--- config.mk ---
export PLATFORM = sky130hd
export DESIGN_NAME = xts_trim_sequencer
export DESIGN_NICKNAME = d
export VERILOG_FILES = /design/src/rtl/xts_pkg.sv /design/src/rtl/xts_cycle_counter.sv /design/src/rtl/xts_stage_fsm.sv /design/src/rtl/xts_trim_mux.sv /design/src/rtl/xts_trim_sequencer.sv
export SDC_FILE = /design/constraint.sdc
export NUM_CORES = 1
export LEC_CHECK = 0
export BUFFER_PORTS_ARGS = -buffer_cell sky130_fd_sc_hd__buf_2
export CAP_MARGIN = 20
export CORE_UTILIZATION = 52
export DETAILED_ROUTE_END_ITERATION = 10
export HOLD_SLACK_MARGIN = 0.03
export PLACE_DENSITY = 0.8
export SLEW_MARGIN = 10
export SYNTH_ARGS = -nofsm -noshare
export SYNTH_HDL_FRONTEND = slang
export SYNTH_HIERARCHICAL = 1
export SYNTH_SLANG_ARGS = --single-unit
--- constraint.sdc ---
create_clock -name clk_xtal -period 2.6 [get_ports clk_xtal]
set_input_delay 0.13 -clock clk_xtal [delete_from_list [all_inputs] [get_ports clk_xtal]]
set_output_delay 0.13 -clock clk_xtal [all_outputs]
set_load 0.01 [all_outputs]
--- src/rtl/xts_pkg.sv ---
package xts_pkg;

    // Position of the startup sequence
    typedef enum logic [1:0] {
        STG_START = 2'd0,
        STG_RAMP  = 2'd1,
        STG_FINAL = 2'd2
    } stage_e;

    // Trim policy as selected by mode_sel
    typedef enum logic [1:0] {
        POL_COUNT    = 2'd0,
        POL_HEALTH   = 2'd1,
        POL_FIXED    = 2'd2,
        POL_TWO_STEP = 2'd3
    } policy_e;

    // Sequencer state: where we are, and whether an early sw2 is held
    typedef struct packed {
        stage_e stage;
        logic   sw2_held;
    } seq_state_t;

    localparam seq_state_t SEQ_IDLE = '{stage: STG_START, sw2_held: 1'b0};

    function automatic int unsigned max_u(input int unsigned a, input int unsigned b);
        return (a > b) ? a : b;
    endfunction

    // Counter width that holds the larger threshold scaled by the step, plus headroom
    function automatic int unsigned count_width(input int unsigned thr_w,
                                                input int unsigned settle_w,
                                                input int unsigned step_log2);
        return max_u(thr_w, settle_w) + step_log2 + 1;
    endfunction

endpackage

--- src/rtl/xts_cycle_counter.sv ---
module xts_cycle_counter
    import xts_pkg::*;
#(
    parameter int unsigned THR_W     = 6,
    parameter int unsigned SETTLE_W  = 8,
    parameter int unsigned STEP_LOG2 = 6
) (
    input  logic                clk,
    input  logic                rst,
    input  logic                en,
    input  logic [THR_W-1:0]    count_thr,
    input  logic [SETTLE_W-1:0] settle_thr,
    output logic                count_hit,
    output logic                settled
);
    localparam int unsigned CNT_W = count_width(THR_W, SETTLE_W, STEP_LOG2);

    logic [CNT_W-1:0] cnt_q;
    logic [CNT_W-1:0] count_lim;
    logic [CNT_W-1:0] settle_lim;
    logic             settle_hit;

    // Thresholds are in units of 2**STEP_LOG2 cycles: scale by shifting
    assign count_lim  = CNT_W'({count_thr, {STEP_LOG2{1'b0}}});
    assign settle_lim = CNT_W'({settle_thr, {STEP_LOG2{1'b0}}});

    assign count_hit  = (cnt_q >= count_lim);
    assign settle_hit = (cnt_q >= settle_lim);

    // Saturating count of enabled crystal edges
    always_ff @(posedge clk) begin
        if (rst || !en) begin
            cnt_q <= '0;
        end else if (cnt_q != {CNT_W{1'b1}}) begin
            cnt_q <= cnt_q + 1'b1;
        end
    end

    // Sticky settle flag, cleared whenever the oscillator is disabled
    always_ff @(posedge clk) begin
        if (rst || !en) begin
            settled <= 1'b0;
        end else if (settle_hit) begin
            settled <= 1'b1;
        end
    end

endmodule

--- src/rtl/xts_stage_fsm.sv ---
module xts_stage_fsm
    import xts_pkg::*;
(
    input  logic       clk,
    input  logic       rst,
    input  logic       en,
    input  logic [1:0] mode_sel,
    input  logic       count_hit,
    input  logic       ramp_ok,
    input  logic       sw1,
    input  logic       sw2,
    output stage_e     stage
);
    seq_state_t state_q;
    seq_state_t state_d;
    policy_e    policy;

    assign policy = policy_e'(mode_sel);
    assign stage  = state_q.stage;

    always_comb begin
        state_d = state_q;
        unique case (policy)
            POL_COUNT: begin
                if (count_hit) state_d.stage = STG_FINAL;
            end
            POL_HEALTH: begin
                if (ramp_ok) state_d.stage = STG_FINAL;
            end
            POL_FIXED: begin
                state_d.stage = STG_FINAL;
            end
            POL_TWO_STEP: begin
                unique case (state_q.stage)
                    STG_START: begin
                        // An early sw2 is remembered until ramp has been entered
                        if (sw2) state_d.sw2_held = 1'b1;
                        if (sw1) state_d.stage    = STG_RAMP;
                    end
                    STG_RAMP: begin
                        if (sw2 || state_q.sw2_held) begin
                            state_d.stage    = STG_FINAL;
                            state_d.sw2_held = 1'b0;
                        end
                    end
                    default: state_d = state_q;
                endcase
            end
            default: state_d = state_q;
        endcase
    end

    always_ff @(posedge clk) begin
        if (rst || !en) begin
            state_q <= SEQ_IDLE;
        end else begin
            state_q <= state_d;
        end
    end

endmodule

--- src/rtl/xts_trim_mux.sv ---
module xts_trim_mux
    import xts_pkg::*;
#(
    parameter int unsigned TRIM_W = 8
) (
    input  logic [1:0]        mode_sel,
    input  stage_e            stage,
    input  logic [TRIM_W-1:0] start_trim,
    input  logic [TRIM_W-1:0] ramp_trim,
    input  logic [TRIM_W-1:0] final_trim,
    output logic [TRIM_W-1:0] trim_code,
    output logic              trim_ready
);
    always_comb begin
        if (policy_e'(mode_sel) == POL_FIXED) begin
            trim_code = final_trim;
        end else begin
            unique case (stage)
                STG_RAMP:  trim_code = ramp_trim;
                STG_FINAL: trim_code = final_trim;
                default:   trim_code = start_trim;
            endcase
        end
    end

    // Ready follows the code value, not the stage
    assign trim_ready = (trim_code == final_trim);

endmodule

--- src/rtl/xts_trim_sequencer.sv ---
module xts_trim_sequencer
    import xts_pkg::*;
#(
    parameter int unsigned TRIM_W    = 8,
    parameter int unsigned THR_W     = 6,
    parameter int unsigned SETTLE_W  = 8,
    parameter int unsigned STEP_LOG2 = 6
) (
    input  logic                clk_xtal,
    input  logic                rst,
    input  logic                xtal_en,
    input  logic [1:0]          mode_sel,
    input  logic [TRIM_W-1:0]   start_trim,
    input  logic [TRIM_W-1:0]   ramp_trim,
    input  logic [TRIM_W-1:0]   final_trim,
    input  logic [THR_W-1:0]    count_thr,
    input  logic [SETTLE_W-1:0] settle_thr,
    input  logic                sw1,
    input  logic                sw2,
    input  logic                ramp_ok,
    output logic [TRIM_W-1:0]   trim_code,
    output logic                settled,
    output logic                trim_ready
);
    logic   count_hit;
    stage_e stage_q;

    xts_cycle_counter #(
        .THR_W     (THR_W),
        .SETTLE_W  (SETTLE_W),
        .STEP_LOG2 (STEP_LOG2)
    ) u_counter (
        .clk        (clk_xtal),
        .rst        (rst),
        .en         (xtal_en),
        .count_thr  (count_thr),
        .settle_thr (settle_thr),
        .count_hit  (count_hit),
        .settled    (settled)
    );

    xts_stage_fsm u_fsm (
        .clk       (clk_xtal),
        .rst       (rst),
        .en        (xtal_en),
        .mode_sel  (mode_sel),
        .count_hit (count_hit),
        .ramp_ok   (ramp_ok),
        .sw1       (sw1),
        .sw2       (sw2),
        .stage     (stage_q)
    );

    xts_trim_mux #(
        .TRIM_W (TRIM_W)
    ) u_mux (
        .mode_sel   (mode_sel),
        .stage      (stage_q),
        .start_trim (start_trim),
        .ramp_trim  (ramp_trim),
        .final_trim (final_trim),
        .trim_code  (trim_code),
        .trim_ready (trim_ready)
    );

endmodule

==> metrics.txt, run 1 <==
TritonCTS clock tree=yes; GRT Residual Overflow=0; fin worst setup slack=between 0.2 and 0.25 ns; RSZ-0062 raised after global routing=no; initial core utilization=0.558; setup violators final=0; relative slew slack=0.538; Clock power frac=0.234; Setup crit start kind=register; Cells after Synth=between 200 and 250; combinational power share=0.296; Setup WS pre-CTS=roughly 0.38 ns; Final ANT Viol Nets=0; I/O pins=56; Initial DRC Count=160; ys flop type=dfxtp_1; worst slew pin tran=0.688 ns; Clock Skew=0.00193 ns; via/cell ratio=5.98; switching fraction of total power=0.301; slowest cell delay on critical path=0.45 ns; largest net degree at the start of global routing=18; Lkg Pwr=0.964 nW; Core Box Area=3420 sq um; layout cell share with drive strength beyond 1=0.261; YS warnings=6; kind of critical path=reg -> out; TNS Setup=0 ns; Hold Vio Cnt, Final=0; post-DP HPWL=3450 microns; synth unique cells=62; Peak VDD IR=0.000294 V; Die Ht=62.5 microns; Post-DP Area=~2200 sq um; Sw Pwr=0.191 mW; final worst path period share=0.911; synthesis-stage register bit count=19; crit path max fanout=13; cell internal pwr=0.444 mW; root buf cell=clkbuf_4; FP Rows=21; antenna violations before repair=0; Max Freq=0.422 GHz; HP Class=in -> reg; Clk pin slew, worst setup/hold paths=around 0.10 ns; final max-slew violation count=0; chip width=between 60 and 70 microns; final cell utilization of the core=0.645; Post-CTS Resized=0; Clock Latency Late Sink=0.29 ns; Synth area leader=dfxtp_1; Post-synth ARST share=0; first-pass GRT wire length=7600 microns; endpoint type of the worst setup path=output port; First-pass DRT Iterations=5; vias=1993; Tot Pwr=around 0.64 mW; port buffer count=between 50 and 60; Max clock buf depth=2; GPL Wtd Cong=0.852; Routed WL=4470 microns; Post-Syn Area=1910 sq um; worst path cell trace=inv_1 -> ha_2 -> inv_1 -> a31oi_1 -> o21ai_0 -> a222oi_1 -> buf_2; DRC Markers=0; htree depth=1; most frequent cells in the layout=55 x buf_2, 22 x inv_1, 18 x dfxtp_1, 16 x ha_1; outcome=finished clean; commonest non-fill, non-tap cell in the layout=buf_2; post-route cell area=~2200 sq um; Seq/Total Area, Yosys=0.200; syn nets=301; Slowest cell on crit path=ha_2; Clock Sink Count=19; synth top area cells=dfxtp_1 20%, ha_1 12%, inv_1 4.3%; crit path time final=approximately 2.4 ns; Sequential Power Share=0.470; TritonCTS buffer count=3; synth-to-layout area growth=15.7%; GRT Total Usage=0.231; Post-CTS Hold Buffers=0; max cap viols=0; Mapped Avg Cell Area=8.04 sq um; Post-CTS Setup Inserts=0; CP required=approximately 2.5 ns; Worst Path Arrival=2.24 ns; vias in the first global route=about 1800; post-synth top area share=0.200; Worst path most repeated cell=inv_1; power density cells=288 nW/um^2; routed len/inst=about 13 microns; ant diodes=0; die area=3910 sq um; final net count=352; number of synthesized flops with an enable pin=0
[worst paths after layout]
check,startpoint,end,slack [ns],cells after the start
worst max-delay path,u_fsm/stage[0]$_SDFFE_PP0P_,trim_ready,0.23,7
worst min-delay path,xtal_en,u_fsm/stage[0]$_SDFFE_PP0P_,0.15,3
worst max register to register,u_counter/cnt_q[5]$_SDFFE_PP0P_,u_fsm/stage[1]$_SDFFE_PP0P_,0.53,7
worst min register to register,u_counter/cnt_q[4]$_SDFFE_PP0P_,u_counter/cnt_q[4]$_SDFFE_PP0P_,0.54,2
[registers in the layout (all words and copies together), names as in the netlist]
signal             flops
u_fsm/stage            2
u_counter/settled      1
u_fsm/state_q          1
u_counter/cnt_q       15
[final cells by class]
type,instances,area [sq um]
multi-input combinational,186,1370
inverter,22,82.6
sequential,19,382
fill,336,1210
timing repair buffer,56,283
tap,46,57.6
clock buffer,4,26.3
[stage by stage]
stage | std cells | hold WS (ns)
floorplan | 237 | 0.314
global placement | 329 | 0.471
detailed placement | 329 | 0.468
CTS | 333 | 0.151
global route | 333 | 0.163
finish | 333 | 0.155
[power groups by stage]
stage	Sequential [mW]	Clock (mW)	Combinational (mW)
after floorplan	0.304	0	0.111
after global placement	0.305	0	0.182
after detailed placement	0.305	0	0.184
after CTS	0.298	0.157	0.185
after global routing	0.299	0.167	0.208
final	0.299	0.149	0.188
[layer usage]
layer	up-vias	global-route usage	part of all wire
li1	997	-	-
met1	923	0.284	0.45
met2	67	0.399	0.48
met3	6	0.0401	0.062
met4	0	0.0872	0.012
met5	-	0	0
[cells by family after synthesis]
group,after synthesis,share of synthesized area
compound gates,73,0.276
mux,2,0.0131
simple gates,84,0.264
buf+inv,32,0.0873
fa+ha+maj,18,0.118
xor+xnor,9,0.0414
flops,19,0.200
[Yosys cell counts, types with 2 or more instances]
| cell | instances |
|---|---|
| dfxtp_1 | 19 |
| xnor2_1 | 5 |
| nand4_1 | 3 |
| o31ai_1 | 4 |
| buf_4 | 2 |
| or3_2 | 2 |
| and4b_1 | 2 |
| o211ai_1 | 2 |
| a222oi_1 | 2 |
| a21boi_1 | 2 |
| nor3_1 | 7 |
| a31oi_1 | 4 |
| o41ai_1 | 2 |
| and2b_1 | 2 |
| a211oi_1 | 5 |
| and2b_2 | 2 |
| or4_1 | 4 |
| a221o_1 | 6 |
| or3_1 | 2 |
| a41oi_1 | 2 |
| nand3_1 | 3 |
| ha_1 | 18 |
| buf_2 | 2 |
| o22ai_1 | 2 |
| nand2b_1 | 3 |
| nor2_1 | 14 |
| o21a_1 | 2 |
| nand2_1 | 13 |
| buf_6 | 4 |
| nor2b_1 | 11 |
| and2_1 | 2 |
| a32oi_1 | 6 |
| o21ai_0 | 9 |
| or2_0 | 2 |
| a21oi_1 | 14 |
| inv_1 | 22 |
| nor4_1 | 2 |
| a311oi_1 | 2 |
| xor2_1 | 4 |
[critical path, delay by kind of cell, from the launching register on]
kind	cells	cell delay (ns)
compound gates	3	0.69
fa+ha+maj	1	0.45
buf+inv	3	0.39
flops	1	0.41
Note: power is estimated with default switching activity, not from simulation.
==> inputs of run 2 (changes only) <==
--- a/config.mk
+++ b/config.mk
@@ -7,10 +7,14 @@
 export LEC_CHECK = 0
 export BUFFER_PORTS_ARGS = -buffer_cell sky130_fd_sc_hd__buf_2
 export CAP_MARGIN = 20
-export CORE_UTILIZATION = 52
+export CELL_PAD_IN_SITES_DETAIL_PLACEMENT = 0
+export CELL_PAD_IN_SITES_GLOBAL_PLACEMENT = 1
+export CORE_ASPECT_RATIO = 1.2
+export CORE_MARGIN = 1
+export CORE_UTILIZATION = 38
 export DETAILED_ROUTE_END_ITERATION = 10
 export HOLD_SLACK_MARGIN = 0.03
-export PLACE_DENSITY = 0.8
+export PLACE_DENSITY_LB_ADDON = 0.1
 export SLEW_MARGIN = 10
 export SYNTH_ARGS = -nofsm -noshare
 export SYNTH_HDL_FRONTEND = slang
==> run 2 against run 1 <==
Sequential cell count did not move. Worst hold slack improved by 0.040 ns. Clock skew rose by 0.0051 ns. Critical path type unchanged. Non-clock buffer count did not move. Via count fell by 2.8%. Utilization fell by 17 points. Fmax rose by 1.3%.
==> metrics.txt, run 2 (synthesis results as in run 1) <==
outcome=finished clean; multi-input logic area=1360 sq um (-0.73%); GRT Total Usage=0.181 (-0.0498); Clk pin slew, worst setup/hold paths=0.07 ns (-0.03 ns); Routed WL=4750 microns (+6.4%); die area=5300 sq um (+36%); cell internal pwr=0.489 mW (+10%); Max Freq=0.427 GHz (+1.3%); Max clock buf depth=2 (unchanged); Clock power frac=0.306 (+0.072); Core Box Area=4700 sq um (+37%); TritonCTS buffer count=3 (unchanged); CP Depth=7 (unchanged); via/cell ratio=5.62 (-6.1%); CP required=2.47 ns (about the same); Peak VDD IR=0.000190 V (-35%); Hold Vio Cnt, Final=0 (unchanged); combinational power share=0.266 (-0.030); TNS Setup=0 ns (unchanged); Sequential Power Share=0.428 (-0.042); most frequent cells in the layout=55 x buf_2, 22 x inv_1, 19 x dfxtp_1, 16 x ha_1; kind of critical path=reg -> out; register name with the most flops=u_counter/cnt_q; port buffer count=55 (unchanged); vias=1938 (-2.8%); Post-DP Area=2180 sq um (+0.69%); Bufs and invs on worst path=3 (unchanged); worst slew pin tran=0.558 ns (-0.130 ns); RSZ-0062 raised after global routing=no; chip width=66.6 microns (+6.6%); final worst path period share=0.900 (-0.0117); GRT Residual Overflow=0 (unchanged); Post-CTS Resized=0 (unchanged); routed len/inst=13.8 microns (+2.7%); end of the critical path=trim_code[3]; power density cells=313 nW/um^2 (+8.5%); max reg flops=15 (unchanged); Reg2Reg Setup Slack=0.47 ns (-0.06 ns); Post-CTS Hold Buffers=0 (unchanged); Setup WS pre-CTS=0.402 ns (+0.0219 ns); Clock Latency Late Sink=0.26 ns (-0.03 ns); vias in the first global route=1644 (-10%); largest net degree at the start of global routing=18 (unchanged); FP Rows=27 (+29%); Reg2Reg Launch Point=u_counter/cnt_q[5]$_SDFFE_PP0P_; Clock Skew=0.00706 ns (+0.00513 ns); antenna violations before repair=0 (unchanged); Sw Pwr=0.207 mW (+8.6%); Setup crit start kind=register; HP Class=in -> reg; First-pass DRT Iterations=5 (unchanged); post-route cell area=2230 sq um (+1.1%); ant diodes=0 (unchanged); CP top delay family=simple AND/OR/NAND/NOR gates; reg-to-reg endpoint=u_fsm/stage[0]$_SDFFE_PP0P_; crit path max fanout=13 (unchanged); worst path cell trace=inv_1 -> ha_2 -> inv_1 -> nor2_1 -> a22oi_1 -> o21ai_0 -> buf_2; Final ANT Viol Nets=0 (unchanged); first-pass GRT wire length=7570 microns (-0.36%); final max-slew violation count=0 (unchanged); root buf cell=clkbuf_8; setup violators final=0 (unchanged); Hold WS=0.195 ns (+0.0401 ns); Slowest cell on crit path=nor2_1; R2R depth=7 (unchanged); final net count=352 (unchanged); crit path time final=2.34 ns (-0.0305 ns); commonest non-fill, non-tap cell in the layout=buf_2; Post-CTS Setup Inserts=0 (unchanged); Worst Path Arrival=2.21 ns (-0.03 ns); initial core utilization=0.406 (-0.152); TritonCTS clock tree=yes; Initial DRC Count=131 (-18%); endpoint type of the worst setup path=output port; post-DP HPWL=3610 microns (+4.9%); switching fraction of total power=0.298 (-0.00297); GPL Wtd Cong=0.776 (-8.9%); slowest cell delay on critical path=0.47 ns (+0.02 ns); final-layout fill cell count=494 (+47%); synth-to-layout area growth=16.9%; DRC Markers=0 (unchanged); relative slew slack=0.627 (+0.0886); I/O pins=56 (unchanged); max cap viols=0 (unchanged); layout cell share with drive strength beyond 1=0.261 (unchanged); crit path from=u_fsm/stage[0]$_SDFFE_PP0P_; register area=380 sq um (-0.33%); Die Ht=79.6 microns (+27%); Clock Sink Count=19 (unchanged); fin worst setup slack=0.261 ns (+0.0305 ns); Lkg Pwr=0.973 nW (+0.88%); Worst path most repeated cell=inv_1; htree depth=1 (unchanged)
run 2: how the worst min path moves through the flow:
stage,from,endpoint,slack (ns),cells after the start
floorplan,xtal_en,u_fsm/state_q[0]$_SDFFE_PP0P_,0.31,2
global placement,rst,u_counter/cnt_q[13]$_SDFFE_PP0P_,0.47,3
detailed placement,sw2,u_fsm/state_q[0]$_SDFFE_PP0P_,0.46,3
CTS,sw2,u_fsm/state_q[0]$_SDFFE_PP0P_,0.19,3
global route,sw2,u_fsm/state_q[0]$_SDFFE_PP0P_,0.20,3
finish,rst,u_counter/cnt_q[13]$_SDFFE_PP0P_,0.19,3
run 2: tightest hold or removal path: cells and delay by family:
kind                   cells  cell delay (ns)
and+or+nand+nor            1             0.08
buffers and inverters      1             0.09
AOI/OAI and AO/OA          1             0.11
run 2: metrics by stage:
| step | power, mW | utilization | cells |
|---|---|---|---|
| CTS | 0.706 | 0.473 | 345 |
| floorplan | 0.415 | - | 237 |
| global route | 0.747 | 0.475 | 345 |
| finish | 0.697 | 0.475 | 345 |
| detailed placement | 0.489 | 0.464 | 341 |
| global placement | 0.490 | 0.464 | 341 |
run 2: area by class of cell:
class	instances	share of cell area
clock inverter	1	0.00225
sequential	19	0.171
multi-input combinational	186	0.612
inverter	22	0.0371
tap	58	0.0326
timing repair buffer	56	0.127
clock buffer	3	0.0185
run 2: power groups by stage:
stage	Sequential (mW)	Combinational [mW]	Clock, mW
2_1_floorplan	0.304	0.111	0
3_3_place_gp	0.305	0.185	0
3_5_place_dp	0.305	0.184	0
4_1_cts	0.298	0.185	0.223
5_1_grt	0.299	0.207	0.240
6_report	0.298	0.185	0.213
run 2: routing by layer:
metal  wire, microns  GRT usage  share of wire  vias up
li1                -          -              -      999
met1            2400      0.260           0.51      883
met2            2090      0.282           0.44       54
met3             237     0.0200          0.050        2
met4              24     0.0511         0.0051        0
met5               0          0              0        -
